<file path="src/rtl/mtf_pkg.sv">
package mtf_pkg;
  localparam int BYTE_W      = 8;
  localparam int ENTRY_BYTES = 4;
  localparam int WORD_W      = BYTE_W * ENTRY_BYTES;
endpackage

</file>
<file path="src/rtl/mtf_cam_row.sv">
module mtf_cam_row
  import mtf_pkg::*;
(
  input  logic                   clk,
  input  logic                   rst,
  input  logic                   load,
  input  logic [WORD_W-1:0]      d,
  input  logic [WORD_W-1:0]      key,
  output logic [WORD_W-1:0]      q,
  output logic [ENTRY_BYTES-1:0] beq
);
  always_ff @(posedge clk) begin
    if (rst)       q <= '0;
    else if (load) q <= d;
  end

  for (genvar b = 0; b < ENTRY_BYTES; b++) begin : g_byte
    assign beq[b] = (q[b*BYTE_W +: BYTE_W] == key[b*BYTE_W +: BYTE_W]);
  end
endmodule

</file>
<file path="src/rtl/mtf_prio_enc.sv">
module mtf_prio_enc #(
  parameter int N  = 16,
  localparam int IW = $clog2(N)
) (
  input  logic [N-1:0]  req,
  output logic          any,
  output logic [IW-1:0] idx
);
  always_comb begin
    idx = '0;
    for (int i = N - 1; i >= 0; i--) begin
      if (req[i]) idx = IW'(i);
    end
  end
  assign any = |req;
endmodule

</file>
<file path="src/rtl/mtf_fill_ctr.sv">
module mtf_fill_ctr #(
  parameter int MAX = 16,
  localparam int CW = $clog2(MAX + 1)
) (
  input  logic          clk,
  input  logic          rst,
  input  logic          inc,
  output logic [CW-1:0] count
);
  always_ff @(posedge clk) begin
    if (rst)                             count <= '0;
    else if (inc && count != CW'(MAX))   count <= count + 1'b1;
  end
endmodule

</file>
<file path="src/rtl/mtf_cam_dict.sv">
module mtf_cam_dict
  import mtf_pkg::*;
#(
  parameter int DEPTH = 16,
  localparam int LW = $clog2(DEPTH),
  localparam int FW = $clog2(DEPTH + 1)
) (
  input  logic                         clk,
  input  logic                         rst,
  input  logic                         in_valid,
  output logic                         in_ready,
  input  logic [WORD_W-1:0]            in_word,
  input  logic                         in_update,
  output logic                         res_valid,
  output logic                         res_hit,
  output logic [LW-1:0]                res_loc,
  output logic [ENTRY_BYTES*DEPTH-1:0] res_bytes,
  output logic [FW-1:0]                fill
);
  if (DEPTH != 16 && DEPTH != 32 && DEPTH != 64) begin : g_bad_depth
    $error("mtf_cam_dict: DEPTH must be 16, 32 or 64");
  end

  logic [WORD_W-1:0]            word_q [DEPTH];
  logic [WORD_W*DEPTH-1:0]      tab_flat;
  logic [ENTRY_BYTES*DEPTH-1:0] beq_all;
  logic [DEPTH-1:0]             full_eq;
  logic                         hit_now;
  logic [LW-1:0]                hit_idx;
  logic                         upd;
  logic [FW-1:0]                limit;

  assign upd      = in_valid && in_update;
  assign in_ready = !rst;

  // last location that takes part in the shift
  always_comb begin
    if (hit_now)              limit = FW'(hit_idx);
    else if (fill == FW'(DEPTH)) limit = FW'(DEPTH - 1);
    else                      limit = fill;
  end

  for (genvar i = 0; i < DEPTH; i++) begin : g_row
    logic [WORD_W-1:0] d_in;
    if (i == 0) begin : g_head
      assign d_in = in_word;
    end else begin : g_body
      assign d_in = word_q[i-1];
    end

    mtf_cam_row u_row (
      .clk  (clk),
      .rst  (rst),
      .load (upd && (FW'(i) <= limit)),
      .d    (d_in),
      .key  (in_word),
      .q    (word_q[i]),
      .beq  (beq_all[i*ENTRY_BYTES +: ENTRY_BYTES])
    );

    assign full_eq[i] = &beq_all[i*ENTRY_BYTES +: ENTRY_BYTES];
    assign tab_flat[i*WORD_W +: WORD_W] = word_q[i];
  end

  mtf_prio_enc #(.N(DEPTH)) u_prio (
    .req (full_eq),
    .any (hit_now),
    .idx (hit_idx)
  );

  mtf_fill_ctr #(.MAX(DEPTH)) u_fill (
    .clk   (clk),
    .rst   (rst),
    .inc   (upd && !hit_now),
    .count (fill)
  );

  always_ff @(posedge clk) begin
    if (rst) begin
      res_valid <= 1'b0;
      res_hit   <= 1'b0;
      res_loc   <= '0;
      res_bytes <= '0;
    end else begin
      res_valid <= in_valid;
      res_hit   <= in_valid && hit_now;
      res_loc   <= (in_valid && hit_now) ? hit_idx : '0;
      res_bytes <= in_valid ? beq_all : '0;
    end
  end
endmodule

</file>
<file path="config.mk">
export PLATFORM = sky130hd
export DESIGN_NAME = mtf_cam_dict
export DESIGN_NICKNAME = d
export VERILOG_FILES = /design/src/rtl/mtf_pkg.sv /design/src/rtl/mtf_cam_row.sv /design/src/rtl/mtf_prio_enc.sv /design/src/rtl/mtf_fill_ctr.sv /design/src/rtl/mtf_cam_dict.sv
export SDC_FILE = /design/constraint.sdc
export NUM_CORES = 1
export LEC_CHECK = 0
export BUFFER_PORTS_ARGS = -buffer_cell sky130_fd_sc_hd__buf_2
export CAP_MARGIN = 20
export CORE_MARGIN = 2
export CORE_UTILIZATION = 37
export DETAILED_ROUTE_END_ITERATION = 6
export GPL_TIMING_DRIVEN = 1
export PLACE_DENSITY = 0.61
export SLEW_MARGIN = 20
export SYNTH_ARGS = -nofsm -noshare
export SYNTH_HDL_FRONTEND = slang
export SYNTH_SLANG_ARGS = --single-unit
</file>
<file path="constraint.sdc">
create_clock -name clk -period 4 [get_ports clk]
set_input_delay 0.2 -clock clk [delete_from_list [all_inputs] [get_ports clk]]
set_output_delay 0.2 -clock clk [all_outputs]
set_load 0.02 [all_outputs]
</file>
Yosys cells after proc, flatten, opt, wreduce, memory -nomap -nowiden
Index checks and enable logic that the tools add are counted.
{ "totals": {"output_inout_bits": 76, "inputBits": 36, "word_cells": 165, "regBits": 587} }
{ "op_classes": {"reduce_logical": 41, "n_lt_le_gt_ge": 16, "eq_ne": 66, "n_mux": 18, "bitwise_logic": 2, "add_sub_neg": 1} }
{ "op_table": {"columns": ["op", "n"], "rows": [
  ["$eq A8 B8 Y1", 64],
  ["$mux W4", 16],
  ["$reduce_and A4 Y1", 16],
  ["$le A4 B5 Y1 const A", 8],
  ["$le A3 B5 Y1 const A", 4],
  ["$logic_and A1 B1 Y1", 20],
  ["$reduce_or A16 Y1", 1],
  ["$le A1 B5 Y1 const A", 2],
  ["$le A2 B5 Y1 const A", 2],
  ["$mux W5", 2],
  ["$add A5 B1 Y5 const B", 1],
  ["$eq A5 B5 Y1 const B", 1],
  ["$ne A5 B5 Y1 const B", 1],
  ["$reduce_or A2 Y1", 2],
  ["$logic_not A1 Y1", 2],
  ["$not A1 Y1", 2]
]} }

Logic depth before layout (Yosys ltp)
Gate-level depths: netlist of run 1.
{ "depth": {"word_depth": 21, "ltp_mapped": 16, "ltp_nobuf": 10} }

Cells and area by module
A second synthesis of run 1 with hierarchy kept.
{ "hier_totals": {"cells_unflattened": 2636, "hier_area_um2": 26937.1} }
{ "modules_own_cells": {"columns": ["module", "area_per_inst_um2", "seq_area_each_um2", "cells_each", "instances"], "rows": [
  ["mtf_cam_row", 1508.9, 640.6, 147, 16],
  ["mtf_cam_dict", 2359.8, 1401.3, 223, 1],
  ["mtf_fill_ctr", 257.7, 100.1, 27, 1],
  ["mtf_prio_enc", 176.4, 0.0, 34, 1]
]} }

Worst setup path before layout of run 1
No wires, ideal clock.
{ "synth_timing": {"path_type": "input to register", "start": "input port in_word[10]", "end": "register g_row[7].u_row.q[10]", "cell_stages": 14, "setup_time_ps": 128, "arrival_time_ps": 2883, "required_time_ps": 3872, "path_slack_ps": 989, "cell_sequence": "buf_4 > xor2_1 > nor4_1 > and4_4 > a2bb2o_4 > or4_4 > buf_6 > o21ai_2 > o21bai_1 > buf_6 > o41ai_4 > buf_6 > mux2i_1 > nor2_1"} }
{ "synth_between": {"elab_chain_len": 21, "word_cells_on_any_way": 52} }
{ "synth_rtl": {"columns": ["element", "line", "rtl"], "rows": [
  ["start: declaration", "mtf_cam_dict.sv:12", "input logic [WORD_W-1:0] in_word,"],
  ["$eq A8 B8 Y1", "mtf_cam_row.sv:18", "assign beq[b] = (q[b*BYTE_W +: BYTE_W] == key[b*BYTE_W +: BYTE_W]);"],
  ["$reduce_and A4 Y1", "mtf_cam_dict.sv:61", "assign full_eq[i] = &beq_all[i*ENTRY_BYTES +: ENTRY_BYTES];"],
  ["$mux W4 (16 in series)", "mtf_prio_enc.sv:12", "if (req[i]) idx = IW'(i);"],
  ["$mux W5 (*)", "mtf_cam_dict.sv:38", "if (hit_now) limit = FW'(hit_idx);"],
  ["$le A3 B5 Y1 (*)", "mtf_cam_dict.sv:54", ".load (upd && (FW'(i) <= limit)),"],
  ["$logic_and A1 B1 Y1 (*)", "mtf_cam_dict.sv:54", null],
  ["end signal: assignment", "mtf_cam_row.sv:13", "if (rst) q <= '0;"],
  ["end signal: assignment", "mtf_cam_row.sv:14", "else if (load) q <= d;"],
  ["end: declaration", "mtf_cam_row.sv:9", "output logic [WORD_W-1:0] q,"]
]} }
Mark *: on every way between the ends. The rest lies on a longest branch, timed or not.
A chain may end at the register's enable or synchronous reset.

Worst setup path in the final report of run 1
{ "layout_timing": {"start": "register g_row[12].u_row.q[4]", "end": "register g_row[3].u_row.q[25]"} }
{ "layout_between": {"elab_chain_len": 18, "word_cells_on_any_way": 19} }
{ "layout_rtl": {"columns": ["element", "line"], "rows": [
  ["start: declaration", "mtf_cam_row.sv:9"],
  ["start signal: assignment", "mtf_cam_row.sv:13"],
  ["start signal: assignment", "mtf_cam_row.sv:14"],
  ["$eq A8 B8 Y1 (*)", "mtf_cam_row.sv:18"],
  ["$reduce_and A4 Y1 (*)", "mtf_cam_dict.sv:61"],
  ["$mux W4 (13 in series)", "mtf_prio_enc.sv:12"],
  ["$mux W5 (*)", "mtf_cam_dict.sv:38"],
  ["$le A2 B5 Y1 (*)", "mtf_cam_dict.sv:54"],
  ["$logic_and A1 B1 Y1 (*)", "mtf_cam_dict.sv:54"],
  ["end signal: assignment", "mtf_cam_row.sv:13"],
  ["end signal: assignment", "mtf_cam_row.sv:14"],
  ["end: declaration", "mtf_cam_row.sv:9"]
]} }
Marks and branches as above.

==> results.sh, run 1 <==
export IMPL_post_synth_top_count_cell="dfxtp_1"
export IMPL_setup_viol=0
export IMPL_clk_root_buffer_cell="clkbuf_16"
export IMPL_synthTopCellsByArea="dfxtp_1 (43%), mux2i_1 (18%), xor2_1 (15%)"
export IMPL_place_hpwl_mm=46.3
export IMPL_syn_cell_area_mm2=0.0274
export IMPL_total_power_mw=13.8
export IMPL_crit_start="g_row[12].u_row.q[4]$_SDFFE_PP0P_"
export IMPL_max_freq_mhz=268
export IMPL_h_tree_depth=3
export IMPL_synthCells=2759
export IMPL_numPortBuffers=111
export IMPL_rows=99
export IMPL_wl_met2_mm=30.4
export IMPL_cts_sinks=587
export IMPL_synth_top_cell_by_area="dfxtp_1"
export IMPL_clk_pin_slew_worst_paths_ns=0.06
export IMPL_syn_avg_cell_area_um2=9.92
export IMPL_die_area_mm2=0.0762
export IMPL_timing_rr_start="g_row[12].u_row.q[4]$_SDFFE_PP0P_"
export IMPL_grt_pass1_vias=18600
export IMPL_drt_total_wl_mm=65.4
export IMPL_tightest_slew_ns=1.13
export IMPL_maxCapViolations=0
export IMPL_vias=18600
export IMPL_postSynthNetCount=2797
export IMPL_status="finished, violations left"
export IMPL_worstPathRequired_ns=4.44
export IMPL_cellLeakagePower_nw=13.5
export IMPL_cp_endpoint="g_row[3].u_row.q[25]$_SDFFE_PP0P_"
export IMPL_dr_wl_met3_mm=1.94
export IMPL_tritoncts="built"
export IMPL_fin_skew_ns=0.0462
export IMPL_drive_gt1_share_pct=13.0
export IMPL_clock_path_buffers=3
export IMPL_grt_pass1_wl_mm=105
export IMPL_worstSetupEndpointType="register"
export IMPL_antenna_found_initial=0
export IMPL_violations="design-rule violations"
export IMPL_clock_latency_ns=0.62
export IMPL_worstSetupPathType="reg2reg"
export IMPL_timing_rr_end="g_row[3].u_row.q[25]$_SDFFE_PP0P_"
export IMPL_grt_max_degree=226
export IMPL_viasPerCell=4.82
export IMPL_drc=5
export IMPL_grt_total_usage_pct=16.8
export IMPL_drt_iter0_markers=999
export IMPL_antenna_left=0
export IMPL_fin_util_pct=42.9
export IMPL_core_mm2=0.0731
export IMPL_diodes=0
export IMPL_cts_made_buffers=68
export IMPL_post_cts_resized=0
export IMPL_start_util_pct=37.5
export IMPL_synthFlopType="dfxtp_1"
export IMPL_crit_arrival_ns=4.17
export IMPL_cp_max_fo=16
export IMPL_wl_per_cell_um=17.0
export IMPL_overflow=0
export IMPL_crit_path_start_kind="register"
export IMPL_drt_pre_antenna_iters=7
export IMPL_drv_slew=0
export IMPL_peakVddDrop_uv=334
export IMPL_ys_ff_latch=587
export IMPL_r2r_slack_ns=0.26
export IMPL_yosys_warnings=0
export IMPL_fin_crit_sh_pct=93.4
export IMPL_hold_class="in2reg"
export IMPL_finalSetupTns_ns=0
export IMPL_wl_met1_mm=31.3
export IMPL_num_io_pins=112
export IMPL_synth_top_area_share_pct=42.9
export IMPL_highest_signal_layer="met4"
export IMPL_ys_types=64
export IMPL_rsz0062_at_grt="no"
export IMPL_synthToLayoutAreaGrowth_pct=14.6
export IMPL_die_y_um=276
export IMPL_power_density_mw_per_mm2=441
export IMPL_place_congestion=0.812
export IMPL_fin_crit_ns=3.74
export IMPL_nets=2872
export IMPL_synth_common_cells="dfxtp_1 (587), mux2i_1 (481), xor2_1 (480)"
export IMPL_synth_edf_count=0
export IMPL_die_w_um=276
export IMPL_reg2reg_depth=11
export IMPL_seq_area_frac_synth_pct=42.9
export IMPL_slew_headroom_pct=24.9
export IMPL_synthArstFlopShare_pct=0
export IMPL_hold_violations=0
-- layout by cell type, fill, tap and decap left out, types with 6 or more instances in the layout --
master     synthesis  routed
mux2i_1          481     481
buf_2             18     110
a21oi_1           36      35
nand2_1          201     201
buf_4             22      78
dfxtp_1          587     587
xnor2_1           36      36
nor4_1           111     111
buf_12             0      15
nor3_1             6       6
nor4_2            13      13
bufinv_16          0      19
clkbuf_16          0      70
and3_1            62      62
xor2_1           480     480
clkbuf_1          85       8
and4_1             6       6
nor2_1           432     432
nand4_1           30      30
clkbuf_8           0      10
-- worst min path at each step --
stage	startpoint	to	slack (ns)	depth (start not counted)
2_1_floorplan	in_valid	res_bytes[0]$_SDFF_PP0_	0.43	2
3_3_place_gp	g_row[15].u_row.q[24]$_SDFFE_PP0P_	g_row[15].u_row.q[24]$_SDFFE_PP0P_	0.46	2
3_5_place_dp	g_row[15].u_row.q[0]$_SDFFE_PP0P_	g_row[15].u_row.q[0]$_SDFFE_PP0P_	0.46	2
4_1_cts	in_word[14]	g_row[0].u_row.q[14]$_SDFFE_PP0P_	0.04	4
5_1_grt	in_word[14]	g_row[0].u_row.q[14]$_SDFFE_PP0P_	0.08	4
6_report	in_word[14]	g_row[0].u_row.q[14]$_SDFFE_PP0P_	0.08	4
-- cells by family (layout without fill, tap and decap cells) --
family / count (synthesis) / count (layout) / synth area share, %
AND/OR/NAND/NOR: 887 / 887 / 15.1
flip-flops: 587 / 587 / 42.9
XOR/XNOR: 516 / 516 / 16.5
multiplexers: 481 / 481 / 17.6
buffers and inverters: 206 / 335 / 5.22
AO/OA/AOI/OAI: 80 / 80 / 2.61
adder cells (fa/ha/maj): 2 / 2 / 0.0914
-- area by class of cell --
type	count	area, µm²
Clock inverter	36	756
Fill cell	7147	41700
Timing Repair Buffer	205	1460
Multi-Input combinational cell	1966	14300
Tap cell	959	1200
Inverter	6	25.0
Sequential cell	587	11800
Clock buffer	88	1920
-- timing repair --
action	4_1_cts	5_1_grt
endpoints found under the hold margin	45	0
setup buffers	0	0
endpoints found under the setup margin	0	0
hold buffers	1	0
-- stage by stage --
step                      std cells  setup WS, ns  hold WS, ns  area (µm²)
after global placement         3722        0.0846        0.456       28700
after detailed placement       3722        0.0870        0.461       28700
after global routing           3847        0.0457       0.0848       31400
final                          3847         0.264       0.0757       31400
after floorplan                2759         0.989        0.430       27400
after CTS                      3847         0.275       0.0376       31400
-- registers in the layout (all words and copies together), names as in the netlist --
register,count
u_fill.count,5
res_bytes,64
res_loc,4
res_valid,1
g_row.u_row.q,512
res_hit,1
-- per-layer routing --
layer | vias to the layer above | global-route usage, %
li1 | 9395 | -
met1 | 8833 | 22.8
met2 | 237 | 27.5
met3 | 92 | 2.44
met4 | 0 | 5.58
met5 | - | 0
-- report_power, final --
part / leakage [nW] / total, mW / switching, mW / internal [mW]
Clock: 1.28 / 7.29 / 2.63 / 4.66
Sequential: 4.73 / 5.88 / 0.0187 / 5.87
Combinational: 7.46 / 0.657 / 0.436 / 0.221
Total: 13.5 / 13.8 / 3.08 / 10.7
-- worst max-delay path: stages (launching register included) --
cell and delay (ns):
dfxtp_1 0.33, xor2_1 0.14, nor4_1 0.72, and4_1 0.41, o2bb2a_1 0.28, a211oi_1 0.36, o31ai_2 0.18, a21boi_4 0.38
o41a_2 0.30, buf_12 0.20, mux2i_1 0.20, nor2_1 0.05
Note: power is estimated with default switching activity, not from simulation.
==> run 2, diff against run 1 <==
--- a/config.mk
+++ b/config.mk
@@ -5,13 +5,14 @@
 export SDC_FILE = /design/constraint.sdc
 export NUM_CORES = 1
 export LEC_CHECK = 0
+export ABC_AREA = 0
 export BUFFER_PORTS_ARGS = -buffer_cell sky130_fd_sc_hd__buf_2
 export CAP_MARGIN = 20
 export CORE_MARGIN = 2
-export CORE_UTILIZATION = 37
+export CORE_UTILIZATION = 30
 export DETAILED_ROUTE_END_ITERATION = 6
 export GPL_TIMING_DRIVEN = 1
-export PLACE_DENSITY = 0.61
+export PLACE_DENSITY = 0.55
 export SLEW_MARGIN = 20
 export SYNTH_ARGS = -nofsm -noshare
 export SYNTH_HDL_FRONTEND = slang
==> constraint.sdc (replaced) <==
create_clock -name clk -period 3.3 [get_ports clk]
set_input_delay 0.165 -clock clk [delete_from_list [all_inputs] [get_ports clk]]
set_output_delay 0.165 -clock clk [all_outputs]
set_load 0.02 [all_outputs]
==> run 2 against run 1 <==
Effect of this change: the run ends with negative hold slack, negative setup slack left; die area is 23% higher; combinational power rose by 52%; first-iteration DRC count is 1.3% higher; critical path depth increased by 5; wire length grew 15%; clock skew fell by 0.023 ns; sequential power increased by 21%; via count rose by 8.3%; maximum frequency grew 5.9%; worst hold slack got worse by 0.090 ns; critical endpoint is now g_row[11].u_row.q[30]$_SDFFE_PP0P_.
==> results.sh, run 2 (same netlist as run 1, synthesis figures left out) <==
export IMPL_status="finished, violations left"
export IMPL_violations="negative hold slack, negative setup slack"
export IMPL_top_usage_layer="met2"
export IMPL_rows=110
export IMPL_slew_headroom_pct=25.2
export IMPL_crit_arrival_ns=4.00
export IMPL_rsz0062_at_grt="yes"
export IMPL_tightest_slew_ns=1.12
export IMPL_num_io_pins=112
export IMPL_clk_pin_slew_worst_paths_ns=0.06
export IMPL_holdCritStartpoint="rst"
export IMPL_grt_max_degree=214
export IMPL_place_hpwl_mm=50.3
export IMPL_die_y_um=306
export IMPL_reg2reg_depth=16
export IMPL_tritoncts="built"
export IMPL_wl_per_cell_um=17.0
export IMPL_synthToLayoutAreaGrowth_pct=30.0
export IMPL_r2r_slack_ns=-0.23
export IMPL_final_cells=4413
export IMPL_die_w_um=306
export IMPL_overflow=0
export IMPL_crit_path_start_kind="register"
export IMPL_ctsHoldBuffers=29
export IMPL_worstPathRequired_ns=3.77
export IMPL_max_freq_mhz=283
export IMPL_final_cell_mix="dfxtp_1 (565), xor2_1 (469), mux2i_1 (469), nor2_1 (431), buf_4 (308)"
export IMPL_setup_ws_ns=-0.229
export IMPL_drv_slew=0
export IMPL_use_met2_pct=25.7
export IMPL_clock_path_buffers=3
export IMPL_antenna_found_initial=2
export IMPL_hold_violations=14
export IMPL_timing_rr_end="g_row[11].u_row.q[30]$_SDFFE_PP0P_"
export IMPL_crit_start="g_row[15].u_row.q[29]$_SDFFE_PP0P_"
export IMPL_reg_top3="g_row.u_row.q x512, res_bytes x64, u_fill.count x5"
export IMPL_power_density_mw_per_mm2=442
export IMPL_final_common_cell="dfxtp_1"
export IMPL_regMostFlops="g_row.u_row.q"
export IMPL_diodes=0
export IMPL_place_ws_ns=-0.766
export IMPL_maxCapViolations=0
export IMPL_setup_viol=320
export IMPL_place_congestion=0.837
export IMPL_numPortBuffers=111
export IMPL_cts_made_buffers=69
export IMPL_cts_sinks=587
export IMPL_fin_util_pct=39.4
export IMPL_nets=3227
export IMPL_antenna_left=0
export IMPL_clock_latency_ns=0.62
export IMPL_fin_crit_ns=3.53
export IMPL_peakVddDrop_uv=368
export IMPL_timing_rr_start="g_row[15].u_row.q[29]$_SDFFE_PP0P_"
export IMPL_worstSetupPathType="reg2reg"
export IMPL_whs_ns=-0.0141
export IMPL_largest_register_ffs=512
export IMPL_grt_total_usage_pct=15.0
export IMPL_drt_total_wl_mm=75.2
export IMPL_drt_iter0_markers=1012
export IMPL_cp_endpoint="g_row[11].u_row.q[30]$_SDFFE_PP0P_"
export IMPL_grt_pass1_wl_mm=113
export IMPL_placed_cells=4211
export IMPL_start_util_pct=30.3
export IMPL_hold_class="in2reg"
export IMPL_worstSetupEndpointType="register"
export IMPL_core_mm2=0.0903
export IMPL_viasPerCell=4.56
export IMPL_grtUsageMet3_pct=2.29
export IMPL_grt_pass1_vias=19800
export IMPL_drt_pre_antenna_iters=5
export IMPL_fin_crit_sh_pct=107
export IMPL_cp_max_fo=8
export IMPL_die_area_mm2=0.0937
export IMPL_h_tree_depth=3
export IMPL_clk_root_buffer_cell="clkbuf_16"
export IMPL_drive_gt1_share_pct=23.7
export IMPL_cellLeakagePower_nw=15.6
export IMPL_drc=0
export IMPL_grt_met1_usage_pct=19.9
export IMPL_vias=20100
export IMPL_fin_skew_ns=0.0236
[run 2: cell count changes in the layout (fill, tap and decap cells not counted), moves of 12 or more]
cell	change
clkbuf_1	+13
nor4_1	-30
clkbuf_16	+17
buf_6	+17
dfxtp_2	+22
dfxtp_1	-22
mux2i_2	+12
mux2i_1	-12
buf_12	+54
dlygate4sd3_1	+28
nor4_2	+27
bufinv_16	-14
buf_4	+230
[run 2: how the worst min path moves through the flow]
stage                     slack (ns)                                  to  depth (start not counted)
after floorplan                 0.39             res_bytes[0]$_SDFF_PP0_                          2
after global placement          0.45  g_row[15].u_row.q[22]$_SDFFE_PP0P_                          2
after global routing           -0.03   g_row[7].u_row.q[30]$_SDFFE_PP0P_                          2
final                          -0.01   g_row[2].u_row.q[24]$_SDFFE_PP0P_                          2
after detailed placement        0.46   g_row[15].u_row.q[3]$_SDFFE_PP0P_                          2
after CTS                      -0.06   g_row[7].u_row.q[30]$_SDFFE_PP0P_                          2
[run 2: worst max-delay path, cell delays in order, from the launching register on]
cell and delay, ns:
dfxtp_2 0.33, xor2_2 0.15, nor4_4 0.40, nand4_1 0.23, buf_4 0.20, buf_4 0.13
a211oi_4 0.19, o211ai_1 0.19, a21oi_2 0.26, o21bai_1 0.09, buf_4 0.17, o41ai_4 0.30
buf_6 0.17, buf_4 0.14, clkbuf_16 0.18, mux2i_1 0.19, nor2_1 0.05
[run 2: power by group]
| group | switching [mW] | internal (mW) |
|---|---|---|
| combinational | 0.592 | 0.407 |
| sequential | 0.0211 | 7.11 |
| clock | 3.10 | 4.51 |
[run 2: layer usage]
metal	vias up	part of all wire, %	routed length [µm]
met3	84	2.7	2010
met2	230	47	35100
met1	9691	49	36800
met5	-	0	0
met4	0	1.8	1330
li1	10100	-	-
[run 2: per-stage QoR]
stage / TNS (ns) / total power [mW] / area (µm²) / hold slack, ns
floorplan: 0 / 7.92 / 27400 / 0.395
global placement: -164.02 / 8.22 / 31600 / 0.455
detailed placement: -174.83 / 8.22 / 31600 / 0.458
CTS: -39.00 / 15.9 / 34600 / -0.0573
global route: -73.12 / 16.3 / 35600 / -0.0334
finish: -34.10 / 15.7 / 35600 / -0.0141
[run 2: area by class of cell]
| class | count | area, µm² |
|---|---|---|
| fill | 8951 | 54700 |
| clock buffer | 100 | 1940 |
| sequential | 587 | 11800 |
| clock inverter | 19 | 284 |
| timing repair buffer | 559 | 5380 |
| multi-input combinational | 1966 | 14700 |
| inverter | 6 | 25.0 |
| tap | 1176 | 1470 |
[run 2: what timing repair did]
item | 4_1_cts | 5_1_grt
endpoints found under the hold margin | 60 | 12
resized for setup | 70 | 65
buffers inserted | 13 | 22
cloned | 5 | 19
endpoints found under the setup margin | 377 | 426
pin swaps | 25 | 22
==> run 3, diff against run 2 <==
--- a/config.mk
+++ b/config.mk
@@ -6,13 +6,13 @@
 export NUM_CORES = 1
 export LEC_CHECK = 0
 export ABC_AREA = 0
-export BUFFER_PORTS_ARGS = -buffer_cell sky130_fd_sc_hd__buf_2
 export CAP_MARGIN = 20
 export CORE_MARGIN = 2
 export CORE_UTILIZATION = 30
 export DETAILED_ROUTE_END_ITERATION = 6
+export DONT_BUFFER_PORTS = 1
 export GPL_TIMING_DRIVEN = 1
-export PLACE_DENSITY = 0.55
+export PLACE_DENSITY = 0.54
 export SLEW_MARGIN = 20
 export SYNTH_ARGS = -nofsm -noshare
 export SYNTH_HDL_FRONTEND = slang
==> run 3 against run 2 <==
Effect of this change: the flow finishes with violations (negative hold slack, max-slew violations, negative setup slack); sequential power barely moved; largest power group unchanged; clock power rose by 5.3%; combinational power fell by 30%; cell area fell by 2.7%; register-to-register slack improved by 0.11 ns; critical path depth rose by 1; via count fell by 2.6%; die area did not move; first-iteration DRC count rose by 5.0%; sequential share of layout area rose by 1.1 points; global-route usage rose by 1.2 points; critical endpoint is now g_row[5].u_row.q[30]$_SDFFE_PP0P_.
==> results.sh, run 3 (same netlist as run 1, synthesis figures left out) <==
export IMPL_status="finished, violations left"
export IMPL_violations="negative hold slack, max-slew violations, negative setup slack"
export IMPL_largest_register_ffs=512
export IMPL_crit_path_start_kind="primary input"
export IMPL_cp_max_fo=15
export IMPL_slew_headroom_pct=-48.4
export IMPL_crit_slowest_cell="dlygate4sd3_1"
export IMPL_core_mm2=0.0903
export IMPL_place_hpwl_mm=48.7
export IMPL_cts_made_buffers=69
export IMPL_reg_top3="g_row.u_row.q x512, res_bytes x64, u_fill.count x5"
export IMPL_clk_pin_slew_worst_paths_ns=0.06
export IMPL_grt_pass1_wl_mm=119
export IMPL_antenna_left=0
export IMPL_drive_gt1_share_pct=18.9
export IMPL_crit_arrival_ns=3.85
export IMPL_fin_util_pct=38.3
export IMPL_grt_total_usage_pct=16.2
export IMPL_multi_input_area_mm2=0.0149
export IMPL_nets=3058
export IMPL_regArea_mm2=0.0118
export IMPL_rows=110
export IMPL_max_freq_mhz=290
export IMPL_clk_root_buffer_cell="clkbuf_16"
export IMPL_die_area_mm2=0.0937
export IMPL_grt_max_degree=455
export IMPL_final_cells=4247
export IMPL_fillers=8933
export IMPL_power_density_mw_per_mm2=457
export IMPL_cts_sinks=587
export IMPL_place_congestion=0.808
export IMPL_worstPathRequired_ns=3.70
export IMPL_drt_total_wl_mm=80.5
export IMPL_drt_iter0_markers=1063
export IMPL_hold_violations=20
export IMPL_path_delay_family="buffers and inverters"
export IMPL_dpl_instance_area_mm2=0.0294
export IMPL_rsz0062_at_grt="yes"
export IMPL_viasPerCell=4.61
export IMPL_regMostFlops="g_row.u_row.q"
export IMPL_fin_crit_ns=3.45
export IMPL_fin_crit_sh_pct=104
export IMPL_die_w_um=306
export IMPL_finalSetupTns_ns=-16.47
export IMPL_clock_path_buffers=3
export IMPL_clock_latency_ns=0.62
export IMPL_peakVddDrop_uv=283
export IMPL_whs_ns=-0.136
export IMPL_cpMostUsedCell="buf_6"
export IMPL_fin_skew_ns=0.0284
export IMPL_vias=19600
export IMPL_placed_cells=3952
export IMPL_cellLeakagePower_nw=14.7
export IMPL_maxCapViolations=0
export IMPL_drc=0
export IMPL_worstSetupEndpointType="register"
export IMPL_h_tree_depth=3
export IMPL_worstSetupPathType="in2reg"
export IMPL_tritoncts="built"
export IMPL_setup_ws_ns=-0.147
export IMPL_final_cell_mix="dfxtp_1 (516), mux2i_1 (474), xor2_1 (458), nor2_1 (430), nand2_1 (201)"
export IMPL_numPortBuffers=0
export IMPL_synthToLayoutAreaGrowth_pct=26.5
export IMPL_die_y_um=306
export IMPL_worst_path_buf_inv=7
export IMPL_drv_slew=238
export IMPL_cp_cell_sequence="dlygate4sd3_1 > xor2_1 > nor4_2 > nand4_1 > buf_6 > o2bb2a_4 > a211oi_4 > o31ai_4 > buf_4 > buf_4 > a2bb2oi_4 > buf_6 > a31oi_4 > buf_6 > buf_12 > mux2i_2 > nor2_1"
export IMPL_num_io_pins=112
export IMPL_design_area_mm2=0.0346
export IMPL_drt_pre_antenna_iters=5
export IMPL_start_util_pct=30.3
export IMPL_wl_per_cell_um=19.0
export IMPL_overflow=0
export IMPL_final_common_cell="dfxtp_1"
export IMPL_antenna_found_initial=5
export IMPL_setup_viol=248
export IMPL_max_stage_delay_ns=0.83
export IMPL_tightest_slew_ns=2.23
export IMPL_grt_pass1_vias=19300
export IMPL_hold_class="in2reg"
run 3: cell type report:
type | count | share of cell area [%]
Tap cell | 1176 | 4.25
Clock inverter | 20 | 0.900
Timing Repair Buffer | 390 | 11.7
Clock buffer | 101 | 5.92
Sequential cell | 587 | 34.2
Inverter | 6 | 0.0723
Multi-Input combinational cell | 1966 | 43.0
Antenna cell | 1 | 0.00723
run 3: worst reg2reg max path, stage by stage, from the launching register on:
cell and delay, ns:
dfxtp_1 0.34, xor2_1 0.18, nor4_1 0.09, buf_4 0.14
and4_2 0.25, a2bb2o_4 0.24, or4_4 0.44, buf_6 0.14
o21ai_2 0.11, o21bai_1 0.08, buf_4 0.16, o41ai_4 0.39
buf_4 0.23, clkbuf_16 0.18, mux2i_1 0.20, nor2_1 0.06
run 3: per-layer routing:
metal | wire [µm] | vias up | track usage, %
li1 | - | 9784 | -
met2 | 40300 | 295 | 29.3
met4 | 1880 | 2 | 4.35
met1 | 35300 | 9379 | 19.5
met3 | 3040 | 128 | 3.19
met5 | 14 | - | 0
run 3: per-stage QoR:
stage               setup WS, ns  power (mW)
finish                    -0.147        15.8
floorplan                  0.300        7.92
CTS                       -0.124        16.0
global route              -0.177        16.4
global placement          -0.220        7.77
detailed placement        -0.192        7.77
run 3: timing repair:
item	CTS	global route
endpoints found under the setup margin	248	388
gates cloned	5	15
pin swaps	10	114
hold buffers	115	7
gates resized for setup	29	186
buffers inserted	12	30
endpoints found under the hold margin	488	420
run 3: path summary, 6_finish.rpt:
kind | start | end | slack (ns) | cells after the start
worst max register to register | g_row[14].u_row.q[7]$_SDFFE_PP0P_ | g_row[11].u_row.q[19]$_SDFFE_PP0P_ | -0.12 | 15
worst min register to register | g_row[15].u_row.q[25]$_SDFFE_PP0P_ | g_row[15].u_row.q[25]$_SDFFE_PP0P_ | 0.46 | 2
worst max-delay path | in_word[27] | g_row[5].u_row.q[30]$_SDFFE_PP0P_ | -0.15 | 17
worst min-delay path | rst | g_row[2].u_row.q[16]$_SDFFE_PP0P_ | -0.14 | 1
run 3: where the power goes:
| group | internal [mW] | leakage [nW] | switching (mW) |
|---|---|---|---|
| Clock | 4.86 | 1.15 | 3.14 |
| Combinational | 0.332 | 8.79 | 0.366 |
| Sequential | 7.11 | 4.77 | 0.0223 |
